[src/rtl/pulse_spread_fifo.sv]
module pulse_spread_fifo #(
  parameter int DEPTH = 8,
  parameter int IW    = 8,
  parameter int MW    = 8
) (
  input  logic          clk,
  input  logic          rst_n,
  input  logic          frame_start,
  input  logic          upd_valid,
  input  logic [1:0]    upd_sign,
  input  logic [IW-1:0] interval,
  input  logic [MW-1:0] max_width,
  input  logic          invert,
  output logic [1:0]    pulse_out
);
  localparam int PW = (DEPTH > 1) ? $clog2(DEPTH) : 1;
  localparam int CW = $clog2(DEPTH + 1);
  localparam int TW = IW + 2;
  localparam int RW = MW + 1;

  logic [1:0]    mem [DEPTH];
  logic [PW-1:0] wp, rp;
  logic [CW-1:0] cnt;
  logic [TW-1:0] tmr;
  logic          trun;
  logic [1:0]    lvl;

  wire          bypass   = (interval == '0);
  wire          full     = (cnt == CW'(DEPTH));
  wire          push     = upd_valid && !bypass && (frame_start || !full);
  wire          tick     = trun && (tmr == '0) && !frame_start;
  wire          pop      = tick && (cnt != '0);
  wire          upd      = pop || (bypass && upd_valid);
  wire [1:0]    nsign    = bypass ? upd_sign : mem[rp];
  wire          limit_on = (max_width != '1);
  wire [RW-1:0] nmax     = {max_width, 1'b1};
  wire [TW-1:0] reload   = {interval, 2'b00} - TW'(1);

  always_ff @(posedge clk or negedge rst_n) begin
    if (!rst_n) begin
      trun <= 1'b0;
      tmr  <= '0;
    end else if (frame_start || tick) begin
      trun <= !bypass;
      tmr  <= reload;
    end else if (trun && tmr != '0) begin
      tmr <= tmr - TW'(1);
    end
  end

  always_ff @(posedge clk or negedge rst_n) begin
    if (!rst_n) begin
      wp  <= '0;
      rp  <= '0;
      cnt <= '0;
    end else if (frame_start) begin
      rp  <= '0;
      wp  <= push ? PW'(1) : '0;
      cnt <= push ? CW'(1) : '0;
    end else begin
      if (push) wp <= (wp == PW'(DEPTH - 1)) ? '0 : wp + PW'(1);
      if (pop)  rp <= (rp == PW'(DEPTH - 1)) ? '0 : rp + PW'(1);
      cnt <= cnt + CW'(push) - CW'(pop);
    end
  end

  always_ff @(posedge clk) begin
    if (push) mem[frame_start ? '0 : wp] <= upd_sign;
  end

  for (genvar c = 0; c < 2; c++) begin : g_ch
    logic          act_q;
    logic [RW-1:0] run_q;

    always_ff @(posedge clk or negedge rst_n) begin
      if (!rst_n) begin
        act_q <= 1'b0;
        run_q <= '0;
      end else if (upd) begin
        if (!nsign[c] || !limit_on) begin
          act_q <= nsign[c];
          run_q <= '0;
        end else if (run_q == nmax) begin
          act_q <= 1'b0;
          run_q <= '0;
        end else begin
          act_q <= 1'b1;
          run_q <= run_q + RW'(1);
        end
      end
    end

    assign lvl[c] = act_q;


    width_cut_chk: assert property (@(posedge clk) disable iff (!rst_n)
      upd && limit_on && nsign[c] && run_q == nmax |=> !act_q);
  end

  assign pulse_out = invert ? lvl : ~lvl;


  no_overflow_chk: assert property (@(posedge clk) disable iff (!rst_n)
    cnt <= CW'(DEPTH));


  frame_clear_chk: assert property (@(posedge clk) disable iff (!rst_n)
    frame_start |=> cnt <= CW'(1));


  hold_chk: assert property (@(posedge clk) disable iff (!rst_n)
    !upd |=> $stable(lvl));


  bypass_chk: assert property (@(posedge clk) disable iff (!rst_n)
    bypass && upd_valid && !limit_on |=> lvl == $past(upd_sign));
endmodule

[config.mk]
export PLATFORM = sky130hd
export DESIGN_NAME = pulse_spread_fifo
export DESIGN_NICKNAME = d
export VERILOG_FILES = /design/src/rtl/pulse_spread_fifo.sv
export SDC_FILE = /design/constraint.sdc
export NUM_CORES = 1
export LEC_CHECK = 0
export BUFFER_PORTS_ARGS = -buffer_cell sky130_fd_sc_hd__buf_2
export CAP_MARGIN = 20
export CORE_ASPECT_RATIO = 0.6
export CORE_MARGIN = 3
export CORE_UTILIZATION = 42
export CTS_BUF_LIST = sky130_fd_sc_hd__clkbuf_8 sky130_fd_sc_hd__clkbuf_16
export DETAILED_ROUTE_END_ITERATION = 7
export PLACE_DENSITY = 0.69
export SLEW_MARGIN = 20
export SYNTH_ARGS = -nofsm -noshare
export SYNTH_HDL_FRONTEND = slang
export SYNTH_SLANG_ARGS = --single-unit
[constraint.sdc]
create_clock -name clk -period 4.3 [get_ports clk]
set_clock_uncertainty 0.05 [all_clocks]
set_input_delay 0.215 -clock clk [delete_from_list [all_inputs] [get_ports clk]]
set_output_delay 0.215 -clock clk [all_outputs]
set_load 0.02 [all_outputs]
Yosys cells after proc, flatten, opt, wreduce, memory -nomap -nowiden
Memories as Yosys holds them, arrays and structs flattened.
Cells that the tools add are included.

word-level totals
  register bits after elaboration = 41
  latch bits = 0
  bits in writable memories = 16
  bits in read-only memories = 0
  input bits = 23
  output and inout bits = 2
  logic and storage cells = 74
  memories = 1

memories
  memory  depth  bits a word  read ports  clocked after memory_dff  wr ports  RTL line  source
  mem     8      2            1           0                         1         21        logic [1:0] mem [DEPTH];

operators by class
  $add $sub $neg = 8
  multiply operators = 0
  divide/modulo/power cells = 0
  order comparisons = 0
  eq/ne operators = 6
  shift-type cells = 0
  muxes and demuxes = 24
  bitwise operators = 1
  reductions and logical operators = 25

operators by type and width
  operator                                                               number
  9-bit 2-to-1 mux                                                       4
  3-bit 2-to-1 mux                                                       7
  10-bit 2-to-1 mux                                                      2
  10-bit by 1-bit subtractor with 10-bit output (second input constant)  2
  9-bit by 1-bit adder with 9-bit output (second input constant)         2
  9-bit equality test                                                    2
  10-bit zero test                                                       1
  10-bit nonzero test                                                    1
  8-bit zero test                                                        1
  1-bit 2-to-1 mux                                                       8
  8-bit != test (second input constant)                                  1
  1-bit logical AND                                                      7
  3-bit by 1-bit adder with 3-bit output (second input constant)         2
  3-bit equality test (second input constant)                            2
  1-bit zero test                                                        6
  2-bit nonzero test                                                     3
  1-bit logical OR                                                       5
  4-bit by 1-bit adder with 4-bit output                                 1
  4-bit equality test (second input constant)                            1
  2-bit 2-to-1 mux                                                       2
  4-bit 2-to-1 mux                                                       1
  4-bit nonzero test                                                     1
  4-bit by 1-bit subtractor with 4-bit output                            1
  2-bit inverter                                                         1

Depth between registers and ports, before layout
Gate-level depths: netlist (run 1).

  word-level depth = 7
  depth in mapped cells = 12

Least setup slack after synthesis (run 1)
No wires, ideal clock.

  path kind = register -> register
  from = register cnt[2]
  to = register cnt[1]
  library setup time = 134 ps
  arrival time = 2459 ps
  setup slack = 1657 ps
  cell stages (with the launch flop) = 10
  path buffers = 0
  cells stage by stage = dfrtp_1 -> inv_1 -> ha_1 -> or4b_2 -> o211ai_1 -> ha_1 -> inv_1 -> ha_1 -> fa_1 -> nor2b_1

between the ends
  cells in the longest elaborated chain, start to end = 7
  elaborated cells on any way between the ends = 9
  those cells by class = add/sub: 2; eq/ne: 1; mux: 1; reduce/logical: 5

ends and longest elaborated chain
  what                                           RTL line  source
  start, declared                                23        logic [CW-1:0] cnt;
  start signal, assigned                         59        cnt <= push ? CW'(1) : '0;
  start signal, assigned                         63        cnt <= cnt + CW'(push) - CW'(pop);
  4-bit equality test                            29        wire full = (cnt == CW'(DEPTH));
  1-bit zero test                                30        wire push = upd_valid && !bypass && (frame_start || !full);
  1-bit logical OR                               30
  1-bit logical AND                              30
  4-bit by 1-bit adder with 4-bit output         63
  4-bit by 1-bit subtractor with 4-bit output *  63
  4-bit 2-to-1 mux *                             56        end else if (frame_start) begin

Every way passes the cells marked *; elsewhere a longest branch is shown, timed or not.
A chain may end at the register's enable or synchronous reset.

Worst setup path in the final report (run 1)
  from = register cnt[2]
  to = register cnt[3]

The elaborated chain is that of the path after synthesis.

==> results of run 1 <==
==> registers in the layout (all words and copies together), names as in the netlist <==
signal / cells
rp: 3
trun: 1
cnt: 4
wp: 3
mem: 16
g_ch.run_q: 18
tmr: 10
g_ch.act_q: 2
==> cell type report <==
cell class                 instances  area [um2]
multi-input combinational        272        1900
fill                             749        3910
clock inverter                     7         133
sequential                        57        1510
clock buffer                       9         225
tap                              108         135
timing repair buffer              26         135
inverter                          16        60.1
==> worst max-delay path by stage <==
stage              to        start  cells after the start  slack (ns)
2_1_floorplan  cnt[1]       cnt[2]                      9        1.66
3_3_place_gp   cnt[1]  interval[0]                     10        1.40
3_5_place_dp   cnt[3]  interval[0]                     12        1.31
4_1_cts        cnt[3]       cnt[2]                     11        1.44
5_1_grt        cnt[3]       cnt[2]                     11        1.24
6_report       cnt[3]       cnt[2]                     11        1.43
==> kinds of logic after synthesis <==
group / after synthesis
compound gates: 82
simple gates: 136
xor+xnor: 25
fa+ha+maj: 16
flops: 57
buf+inv: 28
mux: 13
==> worst register-to-register path, delay by kind of cell, from the launching register on <==
family,cells,cell delay (ns)
AO/OA/AOI/OAI,3,0.67
XOR/XNOR,1,0.15
adder cells (fa/ha/maj),3,0.70
buffers and inverters,2,0.18
flip-flops,1,0.35
AND/OR/NAND/NOR,2,0.64
==> cells in the mapped netlist (4+ instances only) <==
| library cell | count | area, um2 |
|---|---|---|
| mux2_2 | 5 | 56.3 |
| inv_1 | 15 | 56.3 |
| edfxtp_1 | 16 | 480 |
| xnor2_1 | 8 | 70.1 |
| nor4_1 | 9 | 56.3 |
| o32ai_1 | 4 | 35.0 |
| a21o_1 | 6 | 45.0 |
| or3_1 | 8 | 50.1 |
| ha_1 | 15 | 188 |
| xor2_1 | 17 | 149 |
| nand2_1 | 31 | 116 |
| buf_2 | 4 | 20.0 |
| o21ai_0 | 22 | 110 |
| o31ai_1 | 14 | 105 |
| a22o_1 | 7 | 61.3 |
| nor2b_1 | 7 | 43.8 |
| nand4_1 | 4 | 25.0 |
| nand3_1 | 10 | 50.1 |
| nor3b_1 | 5 | 37.5 |
| nor2_1 | 26 | 97.6 |
| nor3_1 | 10 | 50.1 |
| mux2i_1 | 6 | 60.1 |
| dfrtp_1 | 41 | 1030 |
| a21oi_1 | 14 | 70.1 |
| and3_1 | 6 | 37.5 |
| clkbuf_1 | 7 | 26.3 |
==> power groups by stage <==
stage                     Combinational [mW]  Clock, mW  Sequential [mW]
after global placement                 0.188          0            0.628
after detailed placement               0.194          0            0.630
after global routing                   0.220      0.907            0.626
after CTS                              0.196      0.877            0.620
final                                  0.197      0.865            0.621
after floorplan                        0.136          0            0.620
==> metrics by stage <==
stage / area [um2] / setup WS [ns] / hold slack [ns]
3_3_place_gp: 3740 / 1.40 / 0.361
6_report: 4100 / 1.43 / -0.0167
3_5_place_dp: 3740 / 1.31 / 0.369
4_1_cts: 4100 / 1.44 / 0.0116
2_1_floorplan: 3520 / 1.66 / -0.131
5_1_grt: 4100 / 1.24 / 0.0482
==> metal layers <==
metal	up-vias	part of all wire (%)	track usage (%)	wire, um
met3	10	7.1	7.10	560
li1	1374	-	-	-
met1	1371	49	24.3	3850
met4	0	0.80	3.61	63
met5	-	0	0	0
met2	82	43	24.9	3380
==> metrics.md, run 1 <==
| Metric | Value |
|---|---|
| Status | `finished, violations left` |
| Violated checks | `hold timing` |
| Power Total | `1.68 mW` |
| Nets | `421` |
| Asr flop ratio synth | `71.9%` |
| VDD IR max | `0.232 mV` |
| HPWL Detailed | `5610 um` |
| R2R cell count | `11` |
| Cell Area, Synth | `3520 um2` |
| Post-cts repair resize count | `0` |
| Post-synth EDFFs | `16` |
| Remaining DRCs | `0` |
| Critical path, cell by cell | `inv_1 > ha_1 > or4b_2 > o211ai_1 > ha_1 > inv_1 > ha_1 > a21o_1 > a21oi_1 > xnor2_1 > nor2_1` |
| Worst EP arrival | `3.03 ns` |
| Yosys reg bits | `57` |
| Post-Syn Nets | `396` |
| Max stage delay on crit path | `0.58 ns` |
| Setup violators final | `0` |
| Xor/xnor cell area share of the yosys netlist | `6.21%` |
| Synth Area in Adders | `5.89%` |
| Final WL | `7850 um` |
| Combinational Power Share | `11.7%` |
| Global-route wire length before repair | `13100 um` |
| Layout cell share with drive strength beyond 1 | `15.2%` |
| Hold_buf cts | `0` |
| Syn_area_per_cell | `9.87 um2` |
| Wirelength per Cell | `15.9 um` |
| Compound-Gate Fraction of Synth Area | `16.2%` |
| Most used cell, CP | `ha_1` |
| Tmin final | `2.87 ns` |
| WP data required | `4.45 ns` |
| Worst r2r src | `cnt[2]` |
| DRT Pass-1 Iters | `4` |
| Clock Power Share | `51.4%` |
| Grt ovf | `0` |
| Setup TNS | `0 ns` |
| Max-Cap Viols | `0` |
| Post-layout util | `51.1%` |
| Slew headroom | `29.6%` |
| Net Sw Frac | `23.3%` |
| Initial core utilization | `44.0%` |
| CP max stage cell | `or4b_2` |
| Root buffer cell | `clkbuf_16` |
| Initial DRC count | `217` |
| Post-synthesis mux area share | `4.58%` |
| Worst skew pair latency | `0.33 ns` |
| Reg-to-reg endpoint | `cnt[3]` |
| Postcts setup bufs | `0` |
| RSZ-0062 raised after global routing | `false` |
| Crit path max-delay family | `adder cells` |
| CTS Buffer Depth | `2` |
| Clock sinks | `57` |
| Leakage | `1.74 nW` |
| H-tree levels | `3` |
| Flop pwr share | `36.9%` |
| Synth Flop Type | `dfrtp_1` |
| PortBufs | `24` |
| Slew Limit Fails | `0` |
| Synth Warn # | `0` |
| Via-to-Cell Ratio | `5.73` |
| Total GRT Usage | `17.3%` |
| Die width | `124 um` |
| TritonCTS Buffers | `9` |
| IO Count | `25` |
| Syn Inst Count | `357` |
| Crit path max fanout | `9` |
| Area Growth Syn to Fin | `16.2%` |
| Netlist cell types | `56` |
| Largest family of logic cells by synthesized area | `simple AND/OR/NAND/NOR gates` |
| Total power divided by cell area | `411 nW/um2` |
| Cell internal pwr | `1.29 mW` |
| # rows | `25` |
| Non-Filler Instances | `495` |
| Vias in the first global route | `2699` |
| Dpl cells | `479` |
| Largest net degree at the start of global routing | `42` |
| Initial antenna violation count | `0` |
| Fin Hold WS | `-0.0167 ns` |
| Switching power | `0.392 mW` |
| Reg2Reg Setup Slack | `1.43 ns` |
| Final ANT Viol Nets | `0` |
| Worst setup SP type | `flip-flop` |
| FMAX | `0.348 GHz` |
| Number of diodes | `0` |
| Final worst-path cycle share | `66.9%` |
| WS Path Type | `reg -> reg` |
| Die ar. | `9560 um2` |
| Sequential-to-total area share from yosys stat | `42.7%` |
| Area share of and/or/nand/nor cells after synthesis | `21.1%` |
| Clk pin slew, worst setup/hold paths | `0.05 ns` |
| Commonest non-fill, non-tap cell in the layout | `dfrtp_1` |
| CP Capture Type | `flip-flop` |
| CTS tree | `built` |
| Hold WC Path Type | `in -> async` |
| Most frequent cells in the layout | `dfrtp_1 (41), nand2_1 (31), nor2_1 (26), buf_2 (24), o21ai_0 (22)` |
| Chip height | `77.0 um` |
| Buf+Inv Stages, Crit Path | `2` |
| Via count | `2837` |
| Final Hold Viols | `21` |
| Worst-Margin Slew | `1.05 ns` |
| Gpl congestion | `0.830` |
| Core area | `8010 um2` |
Power figures use the tool's default switching activity.
==> run 2, diff against run 1 <==
--- a/config.mk
+++ b/config.mk
@@ -12,7 +12,7 @@
 export CORE_UTILIZATION = 42
 export CTS_BUF_LIST = sky130_fd_sc_hd__clkbuf_8 sky130_fd_sc_hd__clkbuf_16
 export DETAILED_ROUTE_END_ITERATION = 7
-export PLACE_DENSITY = 0.69
+export PLACE_DENSITY = 0.71
 export SLEW_MARGIN = 20
 export SYNTH_ARGS = -nofsm -noshare
 export SYNTH_HDL_FRONTEND = slang
==> constraint.sdc (replaced) <==
create_clock -name clk -period 2.38 [get_ports clk]
set_clock_uncertainty 0.05 [all_clocks]
set_input_delay 0.119 -clock clk [delete_from_list [all_inputs] [get_ports clk]]
set_output_delay 0.119 -clock clk [all_outputs]
set_load 0.02 [all_outputs]
==> run 2 against run 1 <==
The run now ends clean; highest routed layer unchanged; via count rose by 3.6%; non-clock buffer count increased by 32; critical path depth fell by 5; routed wire length rose by 4.7%; flip-flop and latch count is the same; largest cell class unchanged.
==> metrics.md, run 2 (synthesized netlist as in run 1, its figures left out) <==
| Metric | Value |
|---|---|
| Worst skew pair latency | `0.32 ns (was 0.33 ns)` |
| Wirelength per Cell | `15.6 um (was 15.9 um)` |
| Initial core utilization | `44.0% (unchanged)` |
| CP Capture Type | `flip-flop (unchanged)` |
| Tmin final | `2.38 ns (was 2.87 ns)` |
| Grt ovf | `0 (unchanged)` |
| Remaining DRCs | `0 (unchanged)` |
| # rows | `25 (unchanged)` |
| Vias in the first global route | `2789 (was 2699)` |
| VDD IR max | `0.436 mV (was 0.232 mV)` |
| WS Path Type | `reg -> reg (unchanged)` |
| Final ANT Viol Nets | `0 (unchanged)` |
| DRT Pass-1 Iters | `4 (unchanged)` |
| Clock sinks | `57 (unchanged)` |
| Root buffer cell | `clkbuf_16 (unchanged)` |
| Final worst-path cycle share | `99.9% (was 66.9%)` |
| Global-route wire length before repair | `13800 um (was 13100 um)` |
| Multi-input gate area | `2010 um2 (was 1900 um2)` |
| Leakage | `1.87 nW (was 1.74 nW)` |
| Chip height | `77.0 um (unchanged)` |
| Crit path max fanout | `14 (was 9)` |
| Number of fill cells in the layout | `720 (was 749)` |
| Layout cell share with drive strength beyond 1 | `25.3% (was 15.2%)` |
| HPWL Detailed | `5770 um (was 5610 um)` |
| Initial antenna violation count | `0 (unchanged)` |
| Post-Layout Inst Area | `4380 um2 (was 4100 um2)` |
| Worst-Margin Slew | `0.958 ns (was 1.05 ns)` |
| Final Hold Viols | `0 (was 21)` |
| RSZ-0062 raised after global routing | `true (was false)` |
| Power Total | `2.68 mW (was 1.68 mW)` |
| H-tree levels | `3 (unchanged)` |
| Most frequent cells in the layout | `dfrtp_1 (41), nand2_1 (31), buf_4 (31), nor2_1 (26), buf_2 (24) (was dfrtp_1 (41), nand2_1 (31), nor2_1 (26), buf_2 (24), o21ai_0 (22))` |
| TritonCTS Buffers | `9 (unchanged)` |
| Reg area | `1510 um2 (unchanged)` |
| Most used cell, CP | `or4_4 (was ha_1)` |
| IO Count | `25 (unchanged)` |
| Die ar. | `9560 um2 (unchanged)` |
| Core area | `8010 um2 (unchanged)` |
| Area after DPL | `3990 um2 (was 3740 um2)` |
| Worst setup SP type | `flip-flop (unchanged)` |
| WP data required | `2.54 ns (was 4.45 ns)` |
| Number of diodes | `0 (unchanged)` |
| Final WL | `8220 um (was 7850 um)` |
| FMAX | `0.420 GHz (was 0.348 GHz)` |
| Top reg by flops | `g_ch.run_q (unchanged)` |
| PortBufs | `24 (unchanged)` |
| CP max stage cell | `or4_4 (was or4b_2)` |
| Largest net degree at the start of global routing | `42 (unchanged)` |
| Clk pin slew, worst setup/hold paths | `0.05 ns (about the same)` |
| Gpl congestion | `0.856 (was 0.830)` |
| Slew Limit Fails | `0 (unchanged)` |
| Worst EP arrival | `2.54 ns (was 3.03 ns)` |
| Max reg flops | `18 (unchanged)` |
| Via count | `2939 (was 2837)` |
| Via-to-Cell Ratio | `5.58 (was 5.73)` |
| Critical path, cell by cell | `or4_4 > or4_4 > o21ai_4 > buf_12 > o31ai_1 > mux2_2 (was inv_1 > ha_1 > or4b_2 > o211ai_1 > ha_1 > inv_1 > ha_1 > a21o_1 > a21oi_1 > xnor2_1 > nor2_1)` |
| Status | `finished clean (was finished, violations left)` |
| Initial DRC count | `268 (was 217)` |
| Area Growth Syn to Fin | `24.1% (was 16.2%)` |
| Total GRT Usage | `17.9% (was 17.3%)` |
| Nets | `453 (was 421)` |
| Max-Cap Viols | `0 (unchanged)` |
| Setup violators final | `0 (unchanged)` |
| Max stage delay on crit path | `0.56 ns (was 0.58 ns)` |
| Die width | `124 um (unchanged)` |
| Hold WC Path Type | `in -> reg (was in -> async)` |
| Crit path max-delay family | `simple AND/OR/NAND/NOR gates (was adder cells)` |
| Slew headroom | `36.1% (was 29.6%)` |
| Largest regs | `g_ch.run_q x18, mem x16, tmr x10 (unchanged)` |
| Commonest non-fill, non-tap cell in the layout | `dfrtp_1 (unchanged)` |
| Setup TNS | `0 ns (unchanged)` |
| CTS Buffer Depth | `2 (unchanged)` |
| CTS tree | `built (unchanged)` |
| Total power divided by cell area | `612 nW/um2 (was 411 nW/um2)` |
| Buf+Inv Stages, Crit Path | `1 (was 2)` |
==> run 2: cell count changes in the layout (fill, tap and decap cells not counted), moves of 2 or more <==
| cell | delta |
|---|---|
| ha_1 | -5 |
| buf_12 | +2 |
| bufinv_16 | -4 |
| ha_4 | +4 |
| inv_2 | +4 |
| inv_1 | -3 |
| buf_4 | +29 |
| clkinv_2 | +3 |
==> run 2: timing repair <==
| item | CTS | global route |
|---|---|---|
| pin swaps | 1 | 8 |
| setup endpoints to repair | 10 | 16 |
| setup buffers | 1 | 2 |
| gates resized for setup | 3 | 14 |
| hold buffers | 1 | 0 |
| endpoints found under the hold margin | 41 | 0 |
==> run 2: cell type report <==
cell class	instances	share of cell area, %
Clock inverter	7	0.715
Tap cell	108	3.09
Multi-Input combinational cell	272	46.0
Timing Repair Buffer	58	9.21
Clock buffer	9	5.15
Sequential cell	57	34.4
Inverter	16	1.43
==> run 2: final timing paths <==
kind,start,to,slack (ns),depth (start not counted)
max,tmr[3],g_ch[1].run_q[3],0.002,6
min reg2reg,g_ch[0].act_q,g_ch[0].act_q,0.45,2
min,upd_sign[1],mem[4][1],0.05,1
max in group asynchronous,rst_n,wp[2],1.24,2
min in group asynchronous,rst_n,g_ch[1].run_q[8],0.43,2
max reg2reg,tmr[3],g_ch[1].run_q[3],0.002,6
==> run 2: routing by layer <==
layer	up-vias	part of all wire, %	global-route usage [%]
met4	0	1.1	5.69
li1	1442	-	-
met1	1414	50	25.3
met5	-	0	0
met3	9	5.8	5.92
met2	74	43	25.8
==> run 2: power by group <==
| group | internal [mW] | total [mW] | leakage, nW | switching, mW |
|---|---|---|---|---|
| registers | 1.06 | 1.12 | 0.650 | 0.0601 |
| clock network | 0.682 | 1.10 | 0.139 | 0.421 |
| logic | 0.214 | 0.448 | 1.09 | 0.235 |
==> run 2: metrics by stage <==
| stage | std cells | hold WS (ns) | utilization, % | worst slack (ns) |
|---|---|---|---|---|
| 4_1_cts | 525 | 0.0329 | 53.6 | 0.00182 |
| 3_3_place_gp | 507 | 0.271 | 49.9 | -0.0300 |
| 2_1_floorplan | 357 | -0.227 | - | -0.110 |
| 6_report | 527 | 0.0458 | 54.6 | 0.00175 |
| 3_5_place_dp | 507 | 0.281 | 49.9 | -0.114 |
| 5_1_grt | 527 | 0.0606 | 54.6 | -0.0817 |
==> run 2: worst reg2reg max path: stages, from the launching register on <==
cell and delay (ns):
dfrtp_1 0.46, or4_4 0.56, or4_4 0.52, o21ai_4 0.16, buf_12 0.15, o31ai_1 0.07, mux2_2 0.28
